File: src/rtl/ldseq_pkg.sv
// Package: shared constants and types of the load sequencer.
// Assumes: at most seven control steps per instruction.
package ldseq_pkg;

    localparam int MAX_STEP = 7;
    localparam int STEP_W   = $clog2(MAX_STEP + 1);
    localparam int MODE_W   = 2;

    // bus source positions inside ctrl_t.src
    localparam int N_SRC   = 4;
    localparam int SRC_PC  = 0;
    localparam int SRC_IRA = 1;
    localparam int SRC_MDR = 2;
    localparam int SRC_Z   = 3;

    // load enable positions inside ctrl_t.ld
    localparam int N_LD   = 6;
    localparam int LD_MAR = 0;
    localparam int LD_IR  = 1;
    localparam int LD_PC  = 2;
    localparam int LD_Y   = 3;
    localparam int LD_Z   = 4;
    localparam int LD_RF  = 5;

    typedef enum logic [MODE_W-1:0] {
        AM_IMM = 2'b00,
        AM_DIR = 2'b01,
        AM_IND = 2'b10,
        AM_BAD = 2'b11
    } amode_e;

    typedef enum logic [1:0] {
        PATH_IMM,
        PATH_DIR,
        PATH_IND,
        PATH_BAD
    } path_e;

    typedef enum logic [1:0] {
        ALU_NOP  = 2'b00,
        ALU_ADDK = 2'b01
    } alu_e;

    typedef struct packed {
        logic [N_SRC-1:0] src;
        logic [N_LD-1:0]  ld;
        logic             mem_rd;
        alu_e             alu;
    } ctrl_t;

    typedef struct packed {
        ctrl_t ctrl;
        logic  wait_mem;
        logic  last;
        logic  bad;
    } step_word_t;

endpackage

File: src/rtl/ldseq_classify.sv
// Module: maps the instruction register fields to one operand path.
// Assumes: fields are meaningful only from step 4 onward.
module ldseq_classify
    import ldseq_pkg::*;
#(
    parameter int              OPC_W    = 4,
    parameter logic [OPC_W-1:0] LOAD_OPC = 4'h1
) (
    input  logic [OPC_W-1:0]  opcode,
    input  logic [MODE_W-1:0] mode,
    output path_e             path
);

    // purpose: pick the operand path, unknown encodings go to PATH_BAD
    always_comb begin
        if (opcode != LOAD_OPC) begin
            path = PATH_BAD;
        end else begin
            case (amode_e'(mode))
                AM_IMM:  path = PATH_IMM;
                AM_DIR:  path = PATH_DIR;
                AM_IND:  path = PATH_IND;
                default: path = PATH_BAD;
            endcase
        end
    end

endmodule

File: src/rtl/ldseq_decode.sv
// Module: combinational control word for the current step and path.
// Assumes: step is 1..MAX_STEP; unreachable step/path pairs end the
// instruction so the sequencer always recovers to step 1.
module ldseq_decode
    import ldseq_pkg::*;
(
    input  logic [STEP_W-1:0] step,
    input  path_e             path,
    input  logic              live,
    output step_word_t        word
);

    step_word_t raw;

    // purpose: build the raw control word of the step
    always_comb begin
        raw          = '0;
        raw.ctrl.alu = ALU_NOP;
        case (int'(step))
            1: begin
                raw.ctrl.src[SRC_PC] = 1'b1;
                raw.ctrl.ld[LD_MAR]  = 1'b1;
                raw.ctrl.ld[LD_Z]    = 1'b1;
                raw.ctrl.mem_rd      = 1'b1;
                raw.ctrl.alu         = ALU_ADDK;
            end
            2: begin
                raw.ctrl.src[SRC_Z] = 1'b1;
                raw.ctrl.ld[LD_PC]  = 1'b1;
                raw.ctrl.ld[LD_Y]   = 1'b1;
            end
            3: begin
                raw.ctrl.src[SRC_MDR] = 1'b1;
                raw.ctrl.ld[LD_IR]    = 1'b1;
                raw.wait_mem          = 1'b1;
            end
            4: begin
                case (path)
                    PATH_IMM: begin
                        raw.ctrl.src[SRC_IRA] = 1'b1;
                        raw.ctrl.ld[LD_RF]    = 1'b1;
                        raw.last              = 1'b1;
                    end
                    PATH_DIR, PATH_IND: begin
                        raw.ctrl.src[SRC_IRA] = 1'b1;
                        raw.ctrl.ld[LD_MAR]   = 1'b1;
                        raw.ctrl.mem_rd       = 1'b1;
                    end
                    default: begin
                        raw.last = 1'b1;
                        raw.bad  = 1'b1;
                    end
                endcase
            end
            5: begin
                if (path == PATH_DIR || path == PATH_IND) begin
                    raw.wait_mem = 1'b1;
                end else begin
                    raw.last = 1'b1;
                end
            end
            6: begin
                if (path == PATH_DIR) begin
                    raw.ctrl.src[SRC_MDR] = 1'b1;
                    raw.ctrl.ld[LD_RF]    = 1'b1;
                    raw.last              = 1'b1;
                end else if (path == PATH_IND) begin
                    raw.ctrl.src[SRC_MDR] = 1'b1;
                    raw.ctrl.ld[LD_MAR]   = 1'b1;
                    raw.ctrl.mem_rd       = 1'b1;
                end else begin
                    raw.last = 1'b1;
                end
            end
            7: begin
                if (path == PATH_IND) begin
                    raw.ctrl.src[SRC_MDR] = 1'b1;
                    raw.ctrl.ld[LD_RF]    = 1'b1;
                    raw.wait_mem          = 1'b1;
                end
                raw.last = 1'b1;
            end
            default: raw.last = 1'b1;
        endcase
    end

    // purpose: silence every output until the sequencer is live
    always_comb begin
        word = live ? raw : '0;
    end

endmodule

File: src/rtl/ldseq_counter.sv
// Module: step counter with memory stall, restart and completion pulse.
// Assumes: synchronous active-low reset; live rises one cycle after release.
module ldseq_counter
    import ldseq_pkg::*;
(
    input  logic              clk,
    input  logic              rst_n,
    input  logic              wait_mem,
    input  logic              last,
    input  logic              mem_ready,
    output logic [STEP_W-1:0] step,
    output logic              live,
    output logic              go,
    output logic              done
);

    // purpose: a step completes unless it waits on memory that is not ready
    always_comb begin
        go = live && (!wait_mem || mem_ready);
    end

    // purpose: advance, restart or hold the step number
    always_ff @(posedge clk) begin
        if (!rst_n) begin
            step <= STEP_W'(1);
            live <= 1'b0;
            done <= 1'b0;
        end else begin
            live <= 1'b1;
            done <= go && last;
            if (go) begin
                step <= last ? STEP_W'(1) : step + STEP_W'(1);
            end
        end
    end

endmodule

File: src/rtl/load_seq.sv
// Module: top of the load instruction control sequencer.
// Assumes: ir_opcode/ir_mode hold steady from the end of step 3 to the
// end of the instruction.
module load_seq
    import ldseq_pkg::*;
#(
    parameter int               OPC_W    = 4,
    parameter logic [OPC_W-1:0] LOAD_OPC = 4'h1
) (
    input  logic              clk,
    input  logic              rst_n,
    input  logic [OPC_W-1:0]  ir_opcode,
    input  logic [MODE_W-1:0] ir_mode,
    input  logic              mem_ready,
    output logic              bus_pc_oe,
    output logic              bus_iraddr_oe,
    output logic              bus_mdr_oe,
    output logic              bus_z_oe,
    output logic              mar_we,
    output logic              ir_we,
    output logic              pc_we,
    output logic              y_we,
    output logic              z_we,
    output logic              rf_we,
    output logic              mem_rd,
    output logic [1:0]        alu_op,
    output logic [STEP_W-1:0] step_no,
    output logic              end_step,
    output logic              done,
    output logic              err
);

    path_e             path;
    step_word_t        word;
    logic [STEP_W-1:0] step_q;
    logic              live_q;
    logic              go;
    logic              done_q;

    ldseq_classify #(
        .OPC_W    (OPC_W),
        .LOAD_OPC (LOAD_OPC)
    ) u_class (
        .opcode (ir_opcode),
        .mode   (ir_mode),
        .path   (path)
    );

    ldseq_decode u_dec (
        .step (step_q),
        .path (path),
        .live (live_q),
        .word (word)
    );

    ldseq_counter u_cnt (
        .clk       (clk),
        .rst_n     (rst_n),
        .wait_mem  (word.wait_mem),
        .last      (word.last),
        .mem_ready (mem_ready),
        .step      (step_q),
        .live      (live_q),
        .go        (go),
        .done      (done_q)
    );

    // purpose: spread the control word onto the named ports
    always_comb begin
        bus_pc_oe     = word.ctrl.src[SRC_PC];
        bus_iraddr_oe = word.ctrl.src[SRC_IRA];
        bus_mdr_oe    = word.ctrl.src[SRC_MDR];
        bus_z_oe      = word.ctrl.src[SRC_Z];
        mar_we        = word.ctrl.ld[LD_MAR];
        ir_we         = word.ctrl.ld[LD_IR];
        pc_we         = word.ctrl.ld[LD_PC];
        y_we          = word.ctrl.ld[LD_Y];
        z_we          = word.ctrl.ld[LD_Z];
        rf_we         = word.ctrl.ld[LD_RF];
        mem_rd        = word.ctrl.mem_rd;
        alu_op        = word.ctrl.alu;
        step_no       = step_q;
        end_step      = word.last && go;
        err           = word.bad;
        done          = done_q;
    end

endmodule

File: config.mk
export PLATFORM = sky130hd
export DESIGN_NAME = load_seq
export DESIGN_NICKNAME = d
export VERILOG_FILES = /design/src/rtl/ldseq_pkg.sv /design/src/rtl/ldseq_classify.sv /design/src/rtl/ldseq_decode.sv /design/src/rtl/ldseq_counter.sv /design/src/rtl/load_seq.sv
export SDC_FILE = /design/constraint.sdc
export NUM_CORES = 1
export LEC_CHECK = 0
export ABC_AREA = 1
export ABC_CLOCK_PERIOD_IN_PS = 1200
export BUFFER_PORTS_ARGS = -buffer_cell sky130_fd_sc_hd__buf_2
export CORE_UTILIZATION = 40
export DETAILED_ROUTE_END_ITERATION = 12
export PLACE_DENSITY = 0.76
export SETUP_SLACK_MARGIN = 0.3
export SYNTH_ARGS = -nofsm -noshare
export SYNTH_HDL_FRONTEND = slang
export SYNTH_HIERARCHICAL = 1
export SYNTH_SLANG_ARGS = --single-unit
File: constraint.sdc
create_clock -name clk -period 1.2 [get_ports clk]
set_input_delay 0 -clock clk [delete_from_list [all_inputs] [get_ports clk]]
set_output_delay 0 -clock clk [all_outputs]
set_load 0.1 [all_outputs]
==> flow_summary_export.csv, run 1 <==
group,metric,value,unit
placement,place_congestion,0.790,
clocking,clockBufferDepth,2,
placement,hpwl,1550,µm
clocking,cts_buffers,3,
yosys,syn-num-nets,114,
status,status,"aborted with a tool error",
clocking,cts_sinks,5,
clocking,cts_resized,34,
status,tool.error,"[ERROR DPL-0038] Utilization greater than 100%, impossible to legalize",
yosys,synth-edff-count,0,
yosys,ys_top_cells_by_area,"dfxtp_1 (17%), nand2_1 (14%), ha_1 (11%), nand3_1 (10%), buf_4 (8.8%)",
yosys,yosysMostFrequentCell,"nand2_1",
clocking,cts.htree.levels,1,
yosys,ys_ff_latch,5,
clocking,cts_setup_buffers,7,
floorplanning,ios,28,
yosys,yosysSeqAreaShare,16.8,%
yosys,ys.flop_type,"dfxtp_1",
yosys,netlist_instances,100,
yosys,syn_area_per_cell,5.94,µm²
yosys,yosys_warnings,6,
clocking,root_buffer,"clkbuf_4",
clocking,cts-hold-fix-buffers,1,
status,failing_step,"clock tree synthesis (4_1_cts)",
yosys,ys_types,19,
floorplanning,start_util,44.6,%
yosys,synthArstFlopShare,0,%
floorplanning,die_y,40.5,µm
yosys,syn_area,594,µm²
placement,dp_cells,152,
floorplanning,rows,13,
yosys,synth_top_area_share,16.8,%
placement,placed_cell_area,1160,µm²
yosys,synth_largest_area_cell,"dfxtp_1",
placement,place_ws,-0.478,ns
floorplanning,die_w,40.5,µm
placement,portBuffers,26,
yosys,synth_commonest_cells,"nand2_1 (22), inv_1 (14), nor2_1 (13), nand3_1 (12), buf_4 (7)",
==> metrics by stage <==
step	util [%]	TNS, ns
3_5_place_dp	86.8	-2.58
2_1_floorplan	-	-8.08
3_3_place_gp	86.8	-1.71
==> kinds of logic after synthesis <==
group,Yosys count,share of synthesized area [%]
adder cells (fa/ha/maj),5,10.5
AND/OR/NAND/NOR,59,46.9
other,1,0.631
flip-flops,5,16.8
AO/OA/AOI/OAI,2,1.68
buffers and inverters,28,23.4
==> run 2, diff against run 1 <==
--- a/config.mk
+++ b/config.mk
@@ -6,12 +6,12 @@
 export NUM_CORES = 1
 export LEC_CHECK = 0
 export ABC_AREA = 1
-export ABC_CLOCK_PERIOD_IN_PS = 1200
+export ABC_CLOCK_PERIOD_IN_PS = 1560
 export BUFFER_PORTS_ARGS = -buffer_cell sky130_fd_sc_hd__buf_2
-export CORE_UTILIZATION = 40
+export CORE_AREA = 2 2 63 65
 export DETAILED_ROUTE_END_ITERATION = 12
-export PLACE_DENSITY = 0.76
-export SETUP_SLACK_MARGIN = 0.3
+export DIE_AREA = 0 0 65 67
+export PLACE_DENSITY_LB_ADDON = 0.15
 export SYNTH_ARGS = -nofsm -noshare
 export SYNTH_HDL_FRONTEND = slang
 export SYNTH_HIERARCHICAL = 1
==> constraint.sdc (replaced) <==
create_clock -name clk -period 1.56 [get_ports clk]
set_input_delay 0 -clock clk [delete_from_list [all_inputs] [get_ports clk]]
set_output_delay 0 -clock clk [all_outputs]
set_load 0.1 [all_outputs]
==> run 2 against run 1 <==
  * The run now ends clean
  * Synthesized area stayed put
  * Synthesized cell count unchanged
==> flow_summary_export.csv, run 2 <==
group,metric,value,unit
layout,syn_to_final_growth,102,%
floorplanning,die_y,67,µm
layout,nets,155,
routing,routed_wl,1710,µm
routing,highest_layer,"met4",
floorplanning,die_w,65,µm
global_routing,grt_pass1_wl,2840,µm
clocking,clockBufferDepth,2,
clocking,cts.htree.levels,1,
pwr,p_total,0.904,mW
routing,drc,0,
yosys,yosys_warnings,6,
clocking,clkTransAtPathRegs,0.03,ns
yosys,yosysSeqAreaShare,16.8,%
timing,slew_viol_final,0,
routing,vias,719,
yosys,synth_largest_area_cell,"dfxtp_1",
placement,place_ws,-0.0413,ns
yosys,synth_top_area_share,16.8,%
yosys,synthArstFlopShare,0,%
clocking,clkLatencyLatePin,0.22,ns
clocking,root_buffer,"clkbuf_8",
placement,place_congestion,0.793,
timing,finalSetupViolCount,0,
status,status,"finished, final reports clean",
routing,first_iter_violations,6,
floorplanning,die-area,4360,µm²
placement,portBuffers,26,
layout,reg_top3,"u_cnt/step (3), u_cnt/done (1), u_cnt/live (1)",
clocking,cts_sinks,5,
clocking,cts_tree,"built",
layout,largest_reg_flops,3,
global_routing,grt_max_degree,9,
clocking,cts_buffers,3,
routing,met1_length,700,µm
timing,max_freq,643,MHz
worst_setup_path,arrival,1.56,ns
pwr,powerDensity,754,nW/µm²
global_routing,grtUsageTotal,8.29,%
worst_setup_path,path_class,"reg2out",
yosys,synth_commonest_cells,"nand2_1 (22), inv_1 (14), nor2_1 (13), nand3_1 (12), buf_4 (7)",
yosys,yosysMostFrequentCell,"nand2_1",
routing,post_drt_wl_per_cell,9.11,µm
timing,fin_ws,0.00404,ns
global_routing,grt_pass1_vias,701,
floorplanning,start_util,16.5,%
worst_setup_path,worstPathRequired,1.56,ns
pwr,p_leak,0.565,nW
placement,hpwl,1270,µm
layout,layout_commonest_cell,"nand2_1",
yosys,synth-edff-count,0,
layout,regMostFlops,"u_cnt/step",
yosys,ys_ff_latch,5,
yosys,ys_types,19,
routing,dr.pass1.iters,4,
worst_setup_path,cp-end-kind,"primary output",
worst_setup_path,crit_fanout,6,
placement,dp_cells,176,
layout,num-fill-cells,383,
hold_path,hp-class,"in2reg",
worst_setup_path,cp-start-kind,"register",
layout,drive_gt1_share,60.7,%
yosys,syn_area_per_cell,5.94,µm²
placement,placed_cell_area,1020,µm²
global_routing,grt_overflow_total,0,
timing,hold_viol,0,
yosys,syn_area,594,µm²
routing,drt-vias-per-instance,3.82,
run,drv_cap,0,
layout,stdcell_area,1200,µm²
timing,fin_crit,1.56,ns
floorplanning,core_area,3610,µm²
yosys,syn-num-nets,114,
yosys,ys.flop_type,"dfxtp_1",
routing,route.met3.wl,69,µm
timing,timing.final.crit_share,99.7,%
layout,antenna_cells,0,
routing,ant_nets,0,
pwr,peakVddDrop,615,µV
yosys,netlist_instances,100,
layout,final_cell_mix,"nand2_1 (18), buf_4 (17), buf_2 (16)",
global_routing,antenna_found_initial,0,
timing,grt_setup_unrepaired,"yes",
floorplanning,ios,28,
layout,final_cells,188,
floorplanning,rows,22,
timing,fin_worst_skew,0.00211,ns
yosys,ys_top_cells_by_area,"dfxtp_1 (17%), nand2_1 (14%), ha_1 (11%), nand3_1 (10%), buf_4 (8.8%)",
routing,wl_met2,926,µm
## run 2: final cells by class
cell class	count	area (µm²)	area share, %
Clock buffer	4	45.0	3.76
Inverter	20	91.3	7.62
Multi-Input combinational cell	67	473	39.5
Sequential cell	5	111	9.29
Tap cell	48	60.1	5.01
Timing Repair Buffer	44	418	34.9
## run 2: path summary, 6_finish.rpt
check                                endpoint  slack, ns           from  cells past startpoint
worst max-delay path                 end_step      0.004  u_cnt/step[1]                     11
worst min-delay path            u_cnt/step[0]       0.23      mem_ready                      7
worst max register to register  u_cnt/step[0]       0.19  u_cnt/step[2]                     11
worst min register to register  u_cnt/step[0]       0.66  u_cnt/step[0]                      3
## run 2: kinds of logic (layout without fill, tap and decap cells)
logic type	after synthesis	after routing	share of synthesized area, %
AND/OR/NAND/NOR	59	59	46.9
buffers and inverters	28	68	23.4
flip-flops	5	5	16.8
adder cells (fa/ha/maj)	5	5	10.5
AO/OA/AOI/OAI	2	2	1.68
other	1	1	0.631
## run 2: what timing repair did
| item | in CTS | in global routing |
|---|---|---|
| pin swaps | 1 | 8 |
| endpoints found under the setup margin | 1 | 3 |
| setup buffers | 5 | 2 |
| hold buffers | 1 | 0 |
| resized for setup | 2 | 16 |
| endpoints found under the hold margin | 1 | 0 |
## run 2: critical path, cell delays in order, from the launching register on
cell and delay, ns:
dfxtp_4 0.36, inv_4 0.10, nand2_1 0.05, nor2_1 0.12, nor2_2 0.06, nor2_2 0.11, nand2_2 0.07, nand2_2 0.08
inv_2 0.05, nand2_2 0.07, clkinvlp_4 0.09, buf_12 0.17
## run 2: metal layers
layer  up-vias  global-route usage [%]
met5         -                       0
met4         0                    3.99
met1       322                    9.26
met2        17                    15.2
met3         2                    1.35
li1        378                       -
## run 2: stage by stage
stage | util [%] | TNS (ns) | hold slack [ns]
finish | 33.2 | 0 | 0.228
global route | 33.2 | -0.141 | 0.279
CTS | 31.1 | 0 | 0.239
detailed placement | 28.3 | -0.0965 | 0.175
global placement | 28.3 | -0.0536 | 0.173
floorplan | - | -2.46 | 0.0277
## run 2: report_power, final
| part | total (mW) | switching, mW | internal (mW) |
|---|---|---|---|
| registers | 0.156 | 0.0171 | 0.139 |
| clock network | 0.239 | 0.0638 | 0.175 |
| logic | 0.509 | 0.364 | 0.145 |
| total | 0.904 | 0.444 | 0.459 |
No activity file was read; power rests on OpenSTA's default activity.
